File: src/rtl/rtc_pkg.sv
package rtc_pkg;

   // Word index = byte offset / 4; software relies on these positions.
   typedef enum logic [2:0] {
      IDX_TLO   = 3'd0,
      IDX_THI   = 3'd1,
      IDX_ALO   = 3'd2,
      IDX_AHI   = 3'd3,
      IDX_IEN   = 3'd4,
      IDX_ACLR  = 3'd5,
      IDX_ASTAT = 3'd6,
      IDX_ICLR  = 3'd7
   } rtc_idx_e;

   typedef struct packed {
      logic tlo_wr;
      logic thi_wr;
      logic alo_wr;
      logic ahi_wr;
      logic ien_wr;
      logic cancel;
      logic ack;
      logic tlo_rd;
   } rtc_strobe_t;

endpackage

File: src/rtl/rtc_decode.sv
module rtc_decode
   import rtc_pkg::*;
#(
   parameter int ADDR_W = 5
) (
   input  logic              sel,
   input  logic              we,
   input  logic [ADDR_W-1:0] addr,
   input  logic              wbit0,
   output logic [2:0]        idx,
   output logic              rd_hit,
   output rtc_strobe_t       stb
);

   logic in_range;

   generate
      if (ADDR_W > 5) begin : g_wide
         assign in_range = (addr[ADDR_W-1:5] == '0);
      end else begin : g_narrow
         assign in_range = 1'b1;
      end
   endgenerate

   assign idx = addr[4:2];

   logic wr_hit;
   assign wr_hit = sel & we & in_range;
   assign rd_hit = sel & ~we & in_range;

   always_comb begin
      stb        = '0;
      stb.tlo_wr = wr_hit & (idx == IDX_TLO);
      stb.thi_wr = wr_hit & (idx == IDX_THI);
      stb.alo_wr = wr_hit & (idx == IDX_ALO);
      stb.ahi_wr = wr_hit & (idx == IDX_AHI);
      stb.ien_wr = wr_hit & (idx == IDX_IEN);
      stb.cancel = wr_hit & (idx == IDX_ACLR) & wbit0;
      stb.ack    = wr_hit & (idx == IDX_ICLR) & wbit0;
      stb.tlo_rd = rd_hit & (idx == IDX_TLO);
   end

endmodule

File: src/rtl/rtc_counter.sv
module rtc_counter #(
   parameter int WORD_W  = 32,
   parameter int TIME_W  = 64,
   parameter int NS_STEP = 4
) (
   input  logic              clk,
   input  logic              rst_n,
   input  logic              ld_hi,
   input  logic              ld_lo,
   input  logic              snap,
   input  logic [WORD_W-1:0] wdata,
   output logic [TIME_W-1:0] now,
   output logic [WORD_W-1:0] held_hi
);

   localparam int HI_W = TIME_W - WORD_W;
   localparam logic [TIME_W-1:0] STEP_V = TIME_W'(NS_STEP);

   logic [HI_W-1:0]   stage_q;
   logic [TIME_W-1:0] now_q;
   logic [HI_W-1:0]   held_q;

   always_ff @(posedge clk) begin
      if (!rst_n) begin
         stage_q <= '0;
         now_q   <= '0;
         held_q  <= '0;
      end else begin
         if (ld_hi) stage_q <= wdata[HI_W-1:0];
         if (ld_lo) now_q <= {stage_q, wdata};
         else       now_q <= now_q + STEP_V;
         if (snap)  held_q <= now_q[TIME_W-1:WORD_W];
      end
   end

   assign now     = now_q;
   assign held_hi = WORD_W'(held_q);

endmodule

File: src/rtl/rtc_alarm.sv
module rtc_alarm #(
   parameter int WORD_W = 32,
   parameter int TIME_W = 64
) (
   input  logic              clk,
   input  logic              rst_n,
   input  logic              set_hi,
   input  logic              set_lo,
   input  logic              cancel,
   input  logic              ack,
   input  logic [WORD_W-1:0] wdata,
   input  logic [TIME_W-1:0] now,
   output logic [TIME_W-1:0] alarm,
   output logic              armed,
   output logic              pending
);

   localparam int HI_W = TIME_W - WORD_W;

   logic [HI_W-1:0]   a_hi_q;
   logic [WORD_W-1:0] a_lo_q;
   logic              armed_q;
   logic              pend_q;
   logic              reached;
   logic              fire;

   assign alarm   = {a_hi_q, a_lo_q};
   assign reached = armed_q & (now >= alarm);
   // A fresh arm or a cancel in the same cycle overrides a match.
   assign fire    = reached & ~set_lo & ~cancel;

   always_ff @(posedge clk) begin
      if (!rst_n) begin
         a_hi_q  <= '0;
         a_lo_q  <= '0;
         armed_q <= 1'b0;
         pend_q  <= 1'b0;
      end else begin
         if (set_hi) a_hi_q <= wdata[HI_W-1:0];
         if (set_lo) a_lo_q <= wdata;
         if (set_lo)       armed_q <= 1'b1;
         else if (cancel)  armed_q <= 1'b0;
         else if (reached) armed_q <= 1'b0;
         pend_q <= fire | (pend_q & ~ack);
      end
   end

   assign armed   = armed_q;
   assign pending = pend_q;

endmodule

File: src/rtl/ns_rtc.sv
module ns_rtc
   import rtc_pkg::*;
#(
   parameter int ADDR_W  = 5,
   parameter int WORD_W  = 32,
   parameter int TIME_W  = 64,
   parameter int NS_STEP = 4
) (
   input  logic              clk,
   input  logic              rst_n,
   input  logic              bus_sel,
   input  logic              bus_we,
   input  logic [ADDR_W-1:0] bus_addr,
   input  logic [WORD_W-1:0] bus_wdata,
   output logic [WORD_W-1:0] bus_rdata,
   output logic              irq
);

   generate
      if (TIME_W != 2 * WORD_W) begin : g_bad_time
         $error("TIME_W must be twice WORD_W");
      end
      if (ADDR_W < 5) begin : g_bad_addr
         $error("ADDR_W must cover eight word registers");
      end
      if (NS_STEP < 1) begin : g_bad_step
         $error("NS_STEP must be positive");
      end
   endgenerate

   rtc_strobe_t       stb;
   logic [2:0]        reg_idx;
   logic              rd_hit;
   logic [TIME_W-1:0] time_q;
   logic [WORD_W-1:0] hold_q;
   logic [TIME_W-1:0] alarm_q;
   logic              armed;
   logic              pending;
   logic              irq_en;

   rtc_decode #(.ADDR_W(ADDR_W)) u_dec (
      .sel    (bus_sel),
      .we     (bus_we),
      .addr   (bus_addr),
      .wbit0  (bus_wdata[0]),
      .idx    (reg_idx),
      .rd_hit (rd_hit),
      .stb    (stb)
   );

   rtc_counter #(.WORD_W(WORD_W), .TIME_W(TIME_W), .NS_STEP(NS_STEP)) u_cnt (
      .clk     (clk),
      .rst_n   (rst_n),
      .ld_hi   (stb.thi_wr),
      .ld_lo   (stb.tlo_wr),
      .snap    (stb.tlo_rd),
      .wdata   (bus_wdata),
      .now     (time_q),
      .held_hi (hold_q)
   );

   rtc_alarm #(.WORD_W(WORD_W), .TIME_W(TIME_W)) u_alm (
      .clk     (clk),
      .rst_n   (rst_n),
      .set_hi  (stb.ahi_wr),
      .set_lo  (stb.alo_wr),
      .cancel  (stb.cancel),
      .ack     (stb.ack),
      .wdata   (bus_wdata),
      .now     (time_q),
      .alarm   (alarm_q),
      .armed   (armed),
      .pending (pending)
   );

   always_ff @(posedge clk) begin
      if (!rst_n)          irq_en <= 1'b0;
      else if (stb.ien_wr) irq_en <= bus_wdata[0];
   end

   assign irq = pending & irq_en;

   always_comb begin
      bus_rdata = '0;
      if (rd_hit) begin
         case (reg_idx)
            IDX_TLO:   bus_rdata = time_q[WORD_W-1:0];
            IDX_THI:   bus_rdata = hold_q;
            IDX_ALO:   bus_rdata = alarm_q[WORD_W-1:0];
            IDX_AHI:   bus_rdata = alarm_q[TIME_W-1:WORD_W];
            IDX_IEN:   bus_rdata = WORD_W'(irq_en);
            IDX_ASTAT: bus_rdata = WORD_W'(armed);
            default:   bus_rdata = '0;
         endcase
      end
   end

endmodule

File: config.mk
export PLATFORM = sky130hd
export DESIGN_NAME = ns_rtc
export DESIGN_NICKNAME = d
export VERILOG_FILES = /design/src/rtl/rtc_pkg.sv /design/src/rtl/rtc_decode.sv /design/src/rtl/rtc_counter.sv /design/src/rtl/rtc_alarm.sv /design/src/rtl/ns_rtc.sv
export SDC_FILE = /design/constraint.sdc
export NUM_CORES = 1
export LEC_CHECK = 0
export ABC_AREA = 0
export BUFFER_PORTS_ARGS = -buffer_cell sky130_fd_sc_hd__buf_4
export CAP_MARGIN = 20
export CORE_UTILIZATION = 44
export DETAILED_ROUTE_END_ITERATION = 16
export SLEW_MARGIN = 5
export SYNTH_ARGS = -nofsm -noshare
export SYNTH_HDL_FRONTEND = slang
export SYNTH_HIERARCHICAL = 1
export SYNTH_SLANG_ARGS = --single-unit
File: constraint.sdc
create_clock -name clk -period 2 [get_ports clk]
set_input_delay 0.5 -clock clk [delete_from_list [all_inputs] [get_ports clk]]
set_output_delay 0.5 -clock clk [all_outputs]
set_load 0.03 [all_outputs]
==> key figures <==
Synthesis
  • Sequential cell area fraction in the yosys report: 34.6%
  • Cell types with the largest area share after synthesis: sky130_fd_sc_hd__dfxtp_1 (35%), sky130_fd_sc_hd__mux2i_1 (17%), sky130_fd_sc_hd__ha_1 (7.2%), sky130_fd_sc_hd__nor2b_1 (3.8%), sky130_fd_sc_hd__nor2_1 (2.9%)
  • Ys async rst share: 0%
  • Area share of the largest cell type after synthesis: 34.6%
  • Number of warning messages in the yosys log: 6
  • Number of distinct library cells after synthesis: 63
  • Mean post-synth cell area: 8.96 sq um
  • Post-synthesis instance total: 1259
  • Synthesized netlist net count: 1365
  • Number of synthesized flops with an enable pin: 0
  • Library cell occupying the most area in the post-synthesis netlist: sky130_fd_sc_hd__dfxtp_1
  • Synth Flop Type: sky130_fd_sc_hd__dfxtp_1
  • Cell Area, Synth: 11300 sq um
  • FF+latch count, synth: 195

Power and ir drop
  • Power Total: 8.88 mW
  • Power density normalized to cell area: 543 nW/um^2
  • Worst VDD drop: 404 uV
  • Leakage power total: 6.61 nW

Layout
  • Diodes inserted: 0
  • Post-route non-filler standard cell count: 1890
  • FF+latch area: 3970 sq um
  • Layout cells sized above 1: 36.4%
  • Relative area change from synthesis to final layout: 44.9%
  • Total area of multi-input combinational cells: 7680 sq um
  • Final Instance Area: 16300 sq um
  • Fillers: 2017
  • Final core utilization: 64.9%
  • Post-layout net count: 1653

Clock network
  • Clk root buf: sky130_fd_sc_hd__clkbuf_16
  • Clock slew seen by the registers of the worst setup and hold paths: 0.07 ns
  • Number of sinks driven by the clock tree: 195
  • Post-cts hold buffer count: 0
  • Clk_lat worst skew: 0.44 ns
  • Total CTS buffers: 17
  • TritonCTS clock tree: done
  • Count of H-tree levels built during CTS: 4
  • Maximum root-to-sink buffer count: 2

Setup path
  • Path type of the worst setup path: flip-flop to flip-flop
  • Capturing element type of the critical path: flip-flop
  • Worst path max stage delay: 0.57 ns
  • Largest delay contributor family on the critical path: simple AND/OR/NAND/NOR gates
  • Peak fanout along the critical path: 6
  • CP most frequent cell: sky130_fd_sc_hd__buf_6
  • Data required time at the worst endpoint: 2.32 ns
  • Data arrival time of the worst path: 2.54 ns
  • Crit-path slowest cell: sky130_fd_sc_hd__or4_4
  • Cell-by-cell listing of the critical path: buf_6 > nand2_4 > or4_4 > buf_8 > nor4_4 > buf_6 > and4b_1 > nor3_2
  • Kind of start point of the critical path: flip-flop
  • Worst Path Buf+Inv: 3

Placed design
  • I/O Buffers: 71
  • Detail Placement HPWL: 25600 um
  • RD Place Congestion: 0.871
  • Placed cell area: 13800 sq um
  • Number of cells in the design after placement: 1801

Route
  • Number of remaining DRC errors: 0
  • Wire length after detailed routing: 38800 um
  • Count of vias placed by the detailed router: 10700
  • Final routed wire length divided by cell count: 20.6 um
  • DR pass1 iterations: 5
  • Vias per Instance: 5.67
  • Number of DRC markers after the initial detailed-route iteration: 856
  • Antenna Nets Post-Route: 0

Timing
  • Slew margin rel.: 73.2%
  • Transition at the pin with the smallest max-transition slack: 0.398 ns
  • Final Hold Violating Endpoints: 0
  • Max-slew violation total from the final report: 0
  • Post-route worst setup slack: -0.222 ns
  • Post-route clock skew: 0.0137 ns
  • Final worst path period need: 2.22 ns
  • Top achievable clock speed: 450 MHz
  • Final setup TNS: -8.01 ns
  • Final-report setup violation count: 67
  • RSZ-0062 raised after global routing: yes
  • Period utilisation layout: 111%

Floorplanning
  • # rows: 58
  • Ports placed on the boundary: 74
  • Core outline area: 25200 sq um
  • Overall die width: 162 um
  • Initial Util: 44.8%
  • Vert. Die Dim: 162 um
  • Die area: 26300 sq um

Flow run
  • Number of violations of the max-capacitance limit: 0

Global route
  • Number of antenna violations at the first check in global routing: 0
  • Residual overflow from global routing: 0
  • Largest net degree at the start of global routing: 65
  • Global-route wire length before repair: 59700 um
  • Total global routing track utilization: 29.5%
  • Number of global-route vias before repair: 10500

Outcome
  • Status: finished with violations
  • Violated checks: negative setup slack

Hold path
  • Worst min path class: input pin to flip-flop
==> where the power goes <==
| part | switching, mW | internal, mW | total, mW |
|---|---|---|---|
| logic | 0.668 | 0.627 | 1.30 |
| clock network | 1.63 | 1.98 | 3.61 |
| registers | 0.0467 | 3.93 | 3.98 |
| total | 2.35 | 6.54 | 8.88 |
==> sequential cells by signal, indices dropped and copies added, names as in the netlist <==
name,cells
u_alm/armed,1
u_alm/pending,1
u_alm/a_lo_q,32
irq_en,1
u_cnt/now,64
u_alm/a_hi_q,32
u_cnt/held_hi,32
u_cnt/stage_q,32
==> worst register-to-register path, cell delays in order, from the launching register on <==
cell	delay, ns
sky130_fd_sc_hd__dfxtp_4	0.38
sky130_fd_sc_hd__buf_6	0.11
sky130_fd_sc_hd__nand2_4	0.05
sky130_fd_sc_hd__or4_4	0.58
sky130_fd_sc_hd__buf_8	0.17
sky130_fd_sc_hd__nor4_4	0.36
sky130_fd_sc_hd__buf_6	0.19
sky130_fd_sc_hd__and4b_1	0.23
sky130_fd_sc_hd__nor3_2	0.05
==> final timing paths <==
check,start,end,slack [ns],depth (start not counted)
worst max-delay path,u_cnt/now[29]$_SDFF_PN0_,u_cnt/now[62]$_SDFF_PN0_,-0.22,8
worst min-delay path,bus_wdata[13],u_cnt/now[13]$_SDFF_PN0_,0.32,2
worst max register to register,u_cnt/now[29]$_SDFF_PN0_,u_cnt/now[62]$_SDFF_PN0_,-0.22,8
worst min register to register,u_cnt/stage_q[14]$_SDFFE_PN0P_,u_cnt/now[46]$_SDFF_PN0_,0.48,2
==> cells in the final DEF, fill, tap and decap left out, drive strengths merged, types with 6 or more instances in the layout <==
| cell type | instances |
|---|---|
| o311a | 6 |
| and4 | 12 |
| o22ai | 30 |
| o31ai | 9 |
| or3 | 6 |
| nand2b | 20 |
| xnor2 | 17 |
| a31oi | 15 |
| ha | 65 |
| o21ai | 55 |
| inv | 73 |
| xor2 | 16 |
| nand3 | 32 |
| nand2 | 49 |
| buf | 348 |
| nand4 | 33 |
| or4 | 13 |
| nor4 | 24 |
| a21oi | 42 |
| and3 | 11 |
| dfxtp | 195 |
| clkbuf | 20 |
| nor3 | 14 |
| nor2b | 70 |
| and2 | 37 |
| nor2 | 87 |
| a211oi | 7 |
| o211a | 13 |
| mux2i | 194 |
==> area by class of cell <==
class | instances | share of cell area (%)
clock inverter | 12 | 0.857
multi-input combinational | 916 | 47.0
clock buffer | 20 | 2.86
timing repair buffer | 348 | 20.9
tap | 330 | 2.53
sequential | 195 | 24.3
inverter | 69 | 1.58
==> synth_stat cells (16+ instances only) <==
cell / instances
sky130_fd_sc_hd__o22ai_1: 30
sky130_fd_sc_hd__and2_1: 36
sky130_fd_sc_hd__dfxtp_1: 195
sky130_fd_sc_hd__xnor2_1: 17
sky130_fd_sc_hd__nor4_1: 21
sky130_fd_sc_hd__nand3_1: 31
sky130_fd_sc_hd__clkbuf_1: 43
sky130_fd_sc_hd__nand2b_1: 19
sky130_fd_sc_hd__o21ai_0: 55
sky130_fd_sc_hd__nand2_1: 49
sky130_fd_sc_hd__nor2b_1: 69
sky130_fd_sc_hd__nor2_1: 86
sky130_fd_sc_hd__a21oi_1: 42
sky130_fd_sc_hd__ha_1: 65
sky130_fd_sc_hd__xor2_1: 16
sky130_fd_sc_hd__nand4_1: 32
sky130_fd_sc_hd__mux2i_1: 194
sky130_fd_sc_hd__inv_1: 68
==> timing repair <==
action | 4_1_cts | 5_1_grt
resized for setup | 223 | 86
gates cloned | 10 | 0
buffers inserted | 31 | 22
setup endpoints to repair | 73 | 84
pin swaps | 95 | 62
==> kinds of logic (layout without fill, tap and decap cells) <==
| group | count (synthesis) | after routing | synth area share (%) |
|---|---|---|---|
| simple gates | 421 | 421 | 21.1 |
| buf+inv | 148 | 449 | 5.48 |
| compound gates | 201 | 201 | 11.4 |
| xor+xnor | 33 | 33 | 2.56 |
| fa+ha+maj | 65 | 65 | 7.21 |
| flops | 195 | 195 | 34.6 |
| mux | 196 | 196 | 17.6 |
==> layer usage <==
layer / vias to the layer above / wire [um] / GRT usage [%]
met4: 0 / 1200 / 10.7
met5: - / 0 / 0
met2: 330 / 18700 / 49.9
met1: 5246 / 17000 / 38.5
met3: 69 / 1960 / 3.68
li1: 5077 / - / -
==> per-stage QoR <==
step,hold WS [ns],setup WS [ns]
after global routing,0.314,-0.307
after global placement,0.461,-0.442
after floorplan,0.443,0.00471
after CTS,0.301,-0.196
after detailed placement,0.456,-0.459
final,0.316,-0.222
Note: power is estimated with default switching activity, not from simulation.
